[config.mk]
export PLATFORM = sky130hd
export DESIGN_NAME = rv32i_exec_unit
export DESIGN_NICKNAME = d
export VERILOG_FILES = /design/src/rtl/rv32i_exec_pkg.sv /design/src/rtl/rv32i_exec_addsub.sv /design/src/rtl/rv32i_exec_cmp.sv /design/src/rtl/rv32i_exec_shift.sv /design/src/rtl/rv32i_exec_unit.sv
export SDC_FILE = /design/constraint.sdc
export NUM_CORES = 1
export LEC_CHECK = 0
export BUFFER_PORTS_ARGS = -buffer_cell sky130_fd_sc_hd__buf_2
export CAP_MARGIN = 20
export CELL_PAD_IN_SITES_DETAIL_PLACEMENT = 1
export CELL_PAD_IN_SITES_GLOBAL_PLACEMENT = 2
export CORE_ASPECT_RATIO = 1.2
export CORE_MARGIN = 10
export CORE_UTILIZATION = 36
export DETAILED_ROUTE_END_ITERATION = 7
export PLACE_DENSITY = 0.9
export SYNTH_ARGS = -nofsm -noshare
export SYNTH_HDL_FRONTEND = slang
export SYNTH_HIERARCHICAL = 1
export SYNTH_SLANG_ARGS = --single-unit
[constraint.sdc]
create_clock -name vclk -period 8.5
set_input_delay 1.7 -clock vclk [all_inputs]
set_output_delay 1.7 -clock vclk [all_outputs]
set_load 0.01 [all_outputs]
[src/rtl/rv32i_exec_pkg.sv]
package rv32i_exec_pkg;
  localparam int XLEN = 32;
  localparam int SHW  = $clog2(XLEN);

  typedef enum logic [2:0] {
    OP_ADD  = 3'b000,
    OP_SLL  = 3'b001,
    OP_SLT  = 3'b010,
    OP_SLTU = 3'b011,
    OP_XOR  = 3'b100,
    OP_SHR  = 3'b101,
    OP_OR   = 3'b110,
    OP_AND  = 3'b111
  } alu_op_e;

  typedef enum logic [2:0] {
    BR_EQ  = 3'b000,
    BR_NE  = 3'b001,
    BR_LT  = 3'b100,
    BR_GE  = 3'b101,
    BR_LTU = 3'b110,
    BR_GEU = 3'b111
  } br_op_e;

  typedef struct packed {
    logic eq;
    logic lt_s;
    logic lt_u;
  } cmp_flags_t;
endpackage

[src/rtl/rv32i_exec_addsub.sv]
module rv32i_exec_addsub #(
  parameter int W = 32
) (
  input  logic [W-1:0] a_i,
  input  logic [W-1:0] b_i,
  input  logic         sub_i,
  output logic [W-1:0] sum_o
);
  logic [W-1:0] b_eff;
  assign b_eff = sub_i ? ~b_i : b_i;
  assign sum_o = a_i + b_eff + {{(W-1){1'b0}}, sub_i};
endmodule

[src/rtl/rv32i_exec_cmp.sv]
module rv32i_exec_cmp
  import rv32i_exec_pkg::*;
#(
  parameter int W = 32
) (
  input  logic [W-1:0] a_i,
  input  logic [W-1:0] b_i,
  output cmp_flags_t   flags_o
);
  logic sign_diff;
  assign sign_diff     = a_i[W-1] ^ b_i[W-1];
  assign flags_o.eq    = (a_i == b_i);
  assign flags_o.lt_u  = (a_i < b_i);
  // signed order: differing signs decide directly, else magnitude order
  assign flags_o.lt_s  = sign_diff ? a_i[W-1] : flags_o.lt_u;
endmodule

[src/rtl/rv32i_exec_shift.sv]
module rv32i_exec_shift #(
  parameter int W   = 32,
  parameter int AMT = $clog2(W)
) (
  input  logic [W-1:0]   data_i,
  input  logic [AMT-1:0] amt_i,
  input  logic           left_i,
  input  logic           arith_i,
  output logic [W-1:0]   data_o
);
  logic [W-1:0] rev_in, rev_out;
  logic [W-1:0] stage [AMT+1];
  logic         fill;

  for (genvar i = 0; i < W; i++) begin : g_rev
    assign rev_in[i]  = data_i[W-1-i];
    assign rev_out[i] = stage[AMT][W-1-i];
  end

  // left shift reuses the right shifter on bit-reversed data
  assign stage[0] = left_i ? rev_in : data_i;
  assign fill     = arith_i & ~left_i & data_i[W-1];

  for (genvar k = 0; k < AMT; k++) begin : g_stage
    localparam int STEP = 1 << k;
    assign stage[k+1] = amt_i[k] ? {{STEP{fill}}, stage[k][W-1:STEP]} : stage[k];
  end

  assign data_o = left_i ? rev_out : stage[AMT];
endmodule

[src/rtl/rv32i_exec_unit.sv]
module rv32i_exec_unit
  import rv32i_exec_pkg::*;
(
  input  logic [31:0] opa_i,
  input  logic [31:0] opb_i,
  input  logic [2:0]  funct3_i,
  input  logic        alt_i,
  input  logic        imm_sel_i,
  output logic [31:0] result_o,
  output logic        branch_o
);
  logic [XLEN-1:0] sum, shifted;
  cmp_flags_t      flags;
  logic            do_sub;
  alu_op_e         op;

  assign op     = alu_op_e'(funct3_i);
  assign do_sub = alt_i & ~imm_sel_i & (op == OP_ADD);

  rv32i_exec_addsub #(.W(XLEN)) u_addsub (
    .a_i(opa_i), .b_i(opb_i), .sub_i(do_sub), .sum_o(sum)
  );

  rv32i_exec_cmp #(.W(XLEN)) u_cmp (
    .a_i(opa_i), .b_i(opb_i), .flags_o(flags)
  );

  rv32i_exec_shift #(.W(XLEN), .AMT(SHW)) u_shift (
    .data_i (opa_i),
    .amt_i  (opb_i[SHW-1:0]),
    .left_i (op == OP_SLL),
    .arith_i(alt_i),
    .data_o (shifted)
  );

  always_comb begin
    unique case (op)
      OP_ADD:  result_o = sum;
      OP_SLL,
      OP_SHR:  result_o = shifted;
      OP_SLT:  result_o = {{(XLEN-1){1'b0}}, flags.lt_s};
      OP_SLTU: result_o = {{(XLEN-1){1'b0}}, flags.lt_u};
      OP_XOR:  result_o = opa_i ^ opb_i;
      OP_OR:   result_o = opa_i | opb_i;
      OP_AND:  result_o = opa_i & opb_i;
      default: result_o = '0;
    endcase
  end

  always_comb begin
    case (br_op_e'(funct3_i))
      BR_EQ:   branch_o = flags.eq;
      BR_NE:   branch_o = ~flags.eq;
      BR_LT:   branch_o = flags.lt_s;
      BR_GE:   branch_o = ~flags.lt_s;
      BR_LTU:  branch_o = flags.lt_u;
      BR_GEU:  branch_o = ~flags.lt_u;
      default: branch_o = 1'b0;
    endcase
  end
endmodule

======== After elaboration in Yosys (flattened, before gate mapping) ========
Cells that the tools add are included.
Widths: inputs -> output; s select.
operators by class
  add/sub/neg operators ................... 2
  magnitude comparators ................... 1
  eq/ne operators ......................... 8
  multiplexer cells ....................... 11
  bitwise gates (word level) .............. 14
  reduce and logical (&&, ||, !) cells .... 2
operators with widths
  cell                number
  $mux 32             8
  $pmux 32 s7         1
  $add 32x1->32       1
  $add 32x32->32      1
  $and 32x32->32      1
  $eq 32x32->1        1
  $lt 32x32->1        1
  $not 32->32         1
  $or 32x32->32       1
  $xor 32x32->32      1
  $eq 3x3->1 const B  4
  $eq 3x2->1 const B  2
  $pmux 1 s6          1
  $not 1->1           5
  $and 1x1->1         4
  $eq 3x1->1 const B  1
  $logic_not 3->1     1
  $reduce_or 2->1     1
  $mux 1              1
  $xor 1x1->1         1
storage, ports and cells
  flip-flop bits (word level) ............. 0
  input bits .............................. 69
  output and inout port bits .............. 33

======== Depth between registers and ports, before layout ========
Gate-level depths: netlist of run 1.
  depth after elaboration ................. 11
  depth in mapped cells ................... 17

======== Cells and area by module ========
Netlist of run 1, hierarchy kept.
modules (own cells, without submodules)
  module             instances  cells each  area each (um2)
  rv32i_exec_shift   1          461         3594.7
  rv32i_exec_unit    1          344         2327.2
  rv32i_exec_addsub  1          292         2145.8
  rv32i_exec_cmp     1          120         843.3

======== Worst setup path after synthesis of run 1 ========
OpenSTA, ideal clock, no wires.
  path kind ............................... input -> output
  start ................................... in funct3_i[2]
  end ..................................... out result_o[28]
  arrival time ............................ 5307 ps
  data required time ...................... 6800 ps
  slack ................................... 1493 ps
  stages on the path ...................... 17
  path buffers ............................ 4
  path through ............................ buf_6 or3_4 buf_6 nor3b_2 buf_6 clkbuf_1 xor2_1 inv_1 fa_1 nand2b_1 a21oi_1 nor2_1 o211ai_1 o22ai_1 o311a_1 nor3_1 o21a_1
RTL lines
  what               line                     source
  from (decl)        rv32i_exec_unit.sv:6     input logic [2:0] funct3_i,
  $logic_not 3->1 *  rv32i_exec_unit.sv:18    assign do_sub = alt_i & ~imm_sel_i & (op == OP_ADD);
  $and 1x1->1 *      rv32i_exec_unit.sv:18
  net do_sub         rv32i_exec_unit.sv:14    logic do_sub;
  $mux 32            rv32i_exec_addsub.sv:10  assign b_eff = sub_i ? ~b_i : b_i;
  $add 32x32->32     rv32i_exec_addsub.sv:11  assign sum_o = a_i + b_eff + {{(W-1){1'b0}}, sub_i};
  $add 32x1->32 *    rv32i_exec_addsub.sv:11
  net sum[28]        rv32i_exec_unit.sv:12    logic [XLEN-1:0] sum, shifted;
  $pmux 32 s7 *      rv32i_exec_unit.sv:37    unique case (op)
  to (decl)          rv32i_exec_unit.sv:9     output logic [31:0] result_o,
The timed path passes the listed nets; every way through them passes the cells marked *.

======== Worst setup path after layout of run 1 ========
Ends and elaborated chain as after synthesis.

==> results.cfg, run 1 <==
[drt]
vias_per_cell = 6.40
dr.pass1.iters = 5
wl_per_cell_um = 26.3
drc = 0
ant_nets = 0
drt_iter0_markers = 750
vias = 10100
finalWirelength_mm = 41.6

[timing]
timing.hold.ws_ns = 4.03
setup-tns-final_ns = 0
setup_viol = 0
finalCriticalPeriod_ns = 7.42
maxSlewHeadroom = 0.276
slew_viol_final = 0
rsz0062_at_grt = no
final_hold_viol_count = 0
fin_crit_sh = 0.872
clock.fmax_ghz = 0.135
tightestPinTransition_ns = 1.08

[final_layout]
seq_cells = 0
antenna_cells = 0
multiInputGateArea_um2 = 8040
clock_buffers = 0
synthToLayoutAreaGrowth_pct = 7.30
final_nets = 1457
drive_gt1_frac = 0.186
regArea_um2 = 0
fill_cells = 3096

[global_routing]
grt_max_degree = 85
first_global_vias = 10500
overflow = 0
track_usage = 0.253
antenna_found_initial = 1
grt_pass1_wl_mm = 62.6

[synthesis]
syn-instance-count = 1217
yosys.area.top_type = ha_1
synth_compound_area_frac = 0.288
synthMuxAreaShare = 0.188
synth_top_family_by_area = compound AO/OA/AOI/OAI gates
yosysUniqueCellTypes = 85
synth_seq_area_share = 0
synthAdderAreaFrac = 0.183
yosysMostFrequentCell = ha_1
synth_common_cells = ha_1 (129), inv_1 (115), nor2_1 (105), a21oi_1 (97), nand2_1 (88)
syn_area_per_cell_um2 = 7.32
netlist_area_um2 = 8910
synth_xor_xnor_area_share = 0.0629
yosys-top-cells-area = ha_1 (18%), mux4_2 (8.8%), mux2_2 (6.1%), a21oi_1 (5.4%), inv_1 (4.8%)
synth_warnings = 6
synth_nets = 1416
yosysTopAreaCellShare = 0.181
synth-simple-area-share = 0.179

[floorplan]
num_rows = 63
die_w_um = 164
dieArea_um2 = 31500
core_area_um2 = 24500
dieHeight_um = 192
initial_core_util = 0.363
io_pins = 102

[hold_path]
worstHoldPathType = in -> out

[power]
p_per_area_nw_per_um2 = 74.3
power_uw = 711
leakage_uw = 0.00450
ir_drop_uv = 43.4

[worst_setup_path]
worstSetupEndpointType = primary output
worstPathArrival_ns = 5.72
path_class = in -> out
startpoint_type = input port
path_max_fanout = 10
cp.required_ns = 6.80

[cts]
cts_setup_buffers = 0
cts_hold_buf = 0
cts_resized = 0

[placement]
port_buffers = 102
dp_hpwl_mm = 32.9
gp_congestion = 1.02

[outcome]
outcome = complete, no violations

[job]
cap_violations = 0
worst paths after layout:
path                  depth (start not counted)  slack, ns      endpoint        start
worst max-delay path                         15       1.08  result_o[28]  funct3_i[2]
worst min-delay path                          5       4.03  result_o[12]  funct3_i[2]
layer usage:
layer / share of wire / global-route usage / up-vias / wire, µm
met5: 0.00017 / 0 / - / 7
met4: 0.048 / 0.109 / 2 / 2020
met3: 0.061 / 0.0282 / 113 / 2550
met2: 0.49 / 0.446 / 418 / 20400
met1: 0.40 / 0.302 / 5004 / 16700
li1: - / - / 4577 / -
worst max-delay path: stages:
cell	delay, ns
buf_2	0.19
or3_4	0.43
nor3b_4	0.47
xor2_1	0.27
inv_1	0.09
fa_1	0.42
nand2b_1	0.17
a21oi_1	0.24
nor2_1	0.07
o211ai_1	0.37
o22ai_1	0.30
o311a_1	0.37
nor3_1	0.30
o21a_1	0.18
buf_2	0.13
cells by family (layout without fill, tap and decap cells):
group | count (synthesis) | after routing
mux | 117 | 117
fa+ha+maj | 130 | 130
simple gates | 332 | 332
compound gates | 373 | 373
buf+inv | 201 | 240
xor+xnor | 64 | 64
cell type report:
| type | count | share of cell area |
|---|---|---|
| Timing Repair Buffer | 121 | 0.0699 |
| Tap cell | 325 | 0.0425 |
| Inverter | 119 | 0.0467 |
| Multi-Input combinational cell | 1016 | 0.841 |
per-stage QoR:
stage	cells	util	area [µm²]	setup slack, ns
after global placement	1581	0.390	9560	1.24
after CTS	1581	0.390	9560	1.15
final	1581	0.390	9560	1.08
after detailed placement	1581	0.390	9560	1.17
after global routing	1581	0.390	9560	0.828
after floorplan	1217	-	8910	1.49
layout by cell type, fill, tap and decap left out, types with 26 or more instances in the layout:
cell and instances:
o21a_1 34, nand2_1 88, mux2_2 48, o22ai_1 52
nor2_1 105, a21oi_1 97, buf_2 101, xor2_1 42
nor3_1 26, mux4_2 35, mux2i_1 31, inv_1 115
o21ai_0 31, ha_1 129
report_power, final:
part	total (µW)	leakage (µW)	internal (µW)	switching (µW)
combinational	711	0.00450	265	445
sequential	0	0	0	0
clock	0	0	0	0
total	711	0.00450	265	445
Power figures use the tool's default switching activity.
==> run 2: changes to the inputs <==
--- a/config.mk
+++ b/config.mk
@@ -6,5 +6,5 @@
 export NUM_CORES = 1
 export LEC_CHECK = 0
-export BUFFER_PORTS_ARGS = -buffer_cell sky130_fd_sc_hd__buf_2
+export BUFFER_PORTS_ARGS = -buffer_cell sky130_fd_sc_hd__clkbuf_2
 export CAP_MARGIN = 20
 export CELL_PAD_IN_SITES_DETAIL_PLACEMENT = 1
==> constraint.sdc (replaced) <==
create_clock -name vclk -period 8.5
set_input_delay 0.85 -clock vclk [all_inputs]
set_output_delay 0.85 -clock vclk [all_outputs]
set_load 0.01 [all_outputs]
==> results.cfg, run 2 (synthesis gave the netlist of run 1 again) <==
[outcome]
outcome = complete, no violations

[worst_setup_path]
path_class = in -> out
path_max_fanout = 44
crit_family = simple AND/OR/NAND/NOR gates
slowest_stage = or3_4
cpMostUsedCell = buf_4
cp.depth = 18
max_stage_delay_ns = 0.63
path_cells = clkbuf_2 -> buf_4 -> or3_4 -> nor3b_4 -> buf_4 -> xor2_1 -> inv_1 -> fa_1 -> nand2b_1 -> a21oi_1 -> nor2_1 -> o211ai_1 -> o22ai_1 -> buf_4 -> o311a_1 -> nor3_1 -> o21a_1 -> clkbuf_2
crit_buf_inv = 6
cp.required_ns = 7.65
worstSetupEndpointType = primary output
worstPathArrival_ns = 5.32
startpoint_type = input port
worstSetupStartpoint = funct3_i[1]

[final_layout]
stdcell_area_um2 = 9500
drive_gt1_frac = 0.182
antenna_cells = 0
final_nets = 1451
clock_buffers = 0
seq_cells = 0
synthToLayoutAreaGrowth_pct = 6.66
mostFrequentLayoutCells = ha_1 (129), inv_1 (115), nor2_1 (105), clkbuf_2 (100), a21oi_1 (97)
regArea_um2 = 0
final_common_cell = ha_1

[global_routing]
first_global_vias = 10400
track_usage = 0.253
overflow = 0
grt_pass1_wl_mm = 62.8
antenna_found_initial = 3
grt_max_degree = 85

[timing]
setup_viol = 0
tightestPinTransition_ns = 1.13
setup-tns-final_ns = 0
finalCriticalPeriod_ns = 6.17
maxSlewHeadroom = 0.244
slew_viol_final = 0
rsz0062_at_grt = no
fin_crit_sh = 0.726
clock.fmax_ghz = 0.162
final_hold_viol_count = 0

[hold_path]
worstHoldStart = opb_i[9]
worstHoldPathType = in -> out
min_path_cells = 5
hold_path_end = result_o[9]

[floorplan]
num_rows = 63
dieArea_um2 = 31500
die_w_um = 164
io_pins = 102
initial_core_util = 0.363
dieHeight_um = 192
core_area_um2 = 24500

[drt]
wl_per_cell_um = 26.2
routed-wl-met2_mm = 20.1
drt_iter0_markers = 770
drc = 0
dr.pass1.iters = 5
vias_per_cell = 6.48
ant_nets = 0
top_layer = met5
met3_length_mm = 2.90
vias = 10200
finalWirelength_mm = 41.3
met1_length_mm = 16.0

[placement]
placed_area_um2 = 9500
dp_hpwl_mm = 32.1
port_buffers = 102
gp_congestion = 0.985

[cts]
cts_resized = 0
cts_setup_buffers = 0
cts_hold_buf = 0

[job]
cap_violations = 0

[power]
leakage_uw = 0.00448
p_per_area_nw_per_um2 = 74.7
ir_drop_uv = 62.8
## run 2: cell types whose count changed in the layout (fill, tap and decap cells not counted)
cell | previous run | this run
buf_12 | 1 | 0
buf_4 | 19 | 14
buf_2 | 101 | 1
clkbuf_2 | 0 | 100
## run 2: cell type report
type / count / area, µm²
fillers: 3096 / 15000
multi-input cells: 1016 / 8040
repair buffers: 115 / 611
inverters: 119 / 447
well taps: 325 / 407
## run 2: per-layer routing
metal,global-route usage,vias to the layer above
met4,0.116,4
li1,-,4572
met2,0.439,453
met3,0.0388,126
met5,0,-
met1,0.300,5049
## run 2: per-stage QoR
stage / worst slack (ns) / hold WS, ns / std cells / power (µW) / utilization
2_1_floorplan: 3.19 / 2.04 / 1217 / 453 / -
3_5_place_dp: 2.41 / 2.35 / 1575 / 690 / 0.388
6_report: 2.33 / 2.36 / 1575 / 710 / 0.388
3_3_place_gp: 2.49 / 2.36 / 1575 / 680 / 0.388
5_1_grt: 2.03 / 2.41 / 1575 / 763 / 0.388
4_1_cts: 2.37 / 2.35 / 1575 / 695 / 0.388
## run 2: worst max-delay path by stage
stage,endpoint
final,result_o[28]
after global routing,result_o[28]
after CTS,result_o[28]
after detailed placement,result_o[28]
after global placement,result_o[28]
after floorplan,result_o[28]
## run 2: power by group
part | switching [µW] | total [µW] | internal [µW] | leakage (µW)
clock network | 0 | 0 | 0 | 0
registers | 0 | 0 | 0 | 0
logic | 447 | 710 | 263 | 0.00448
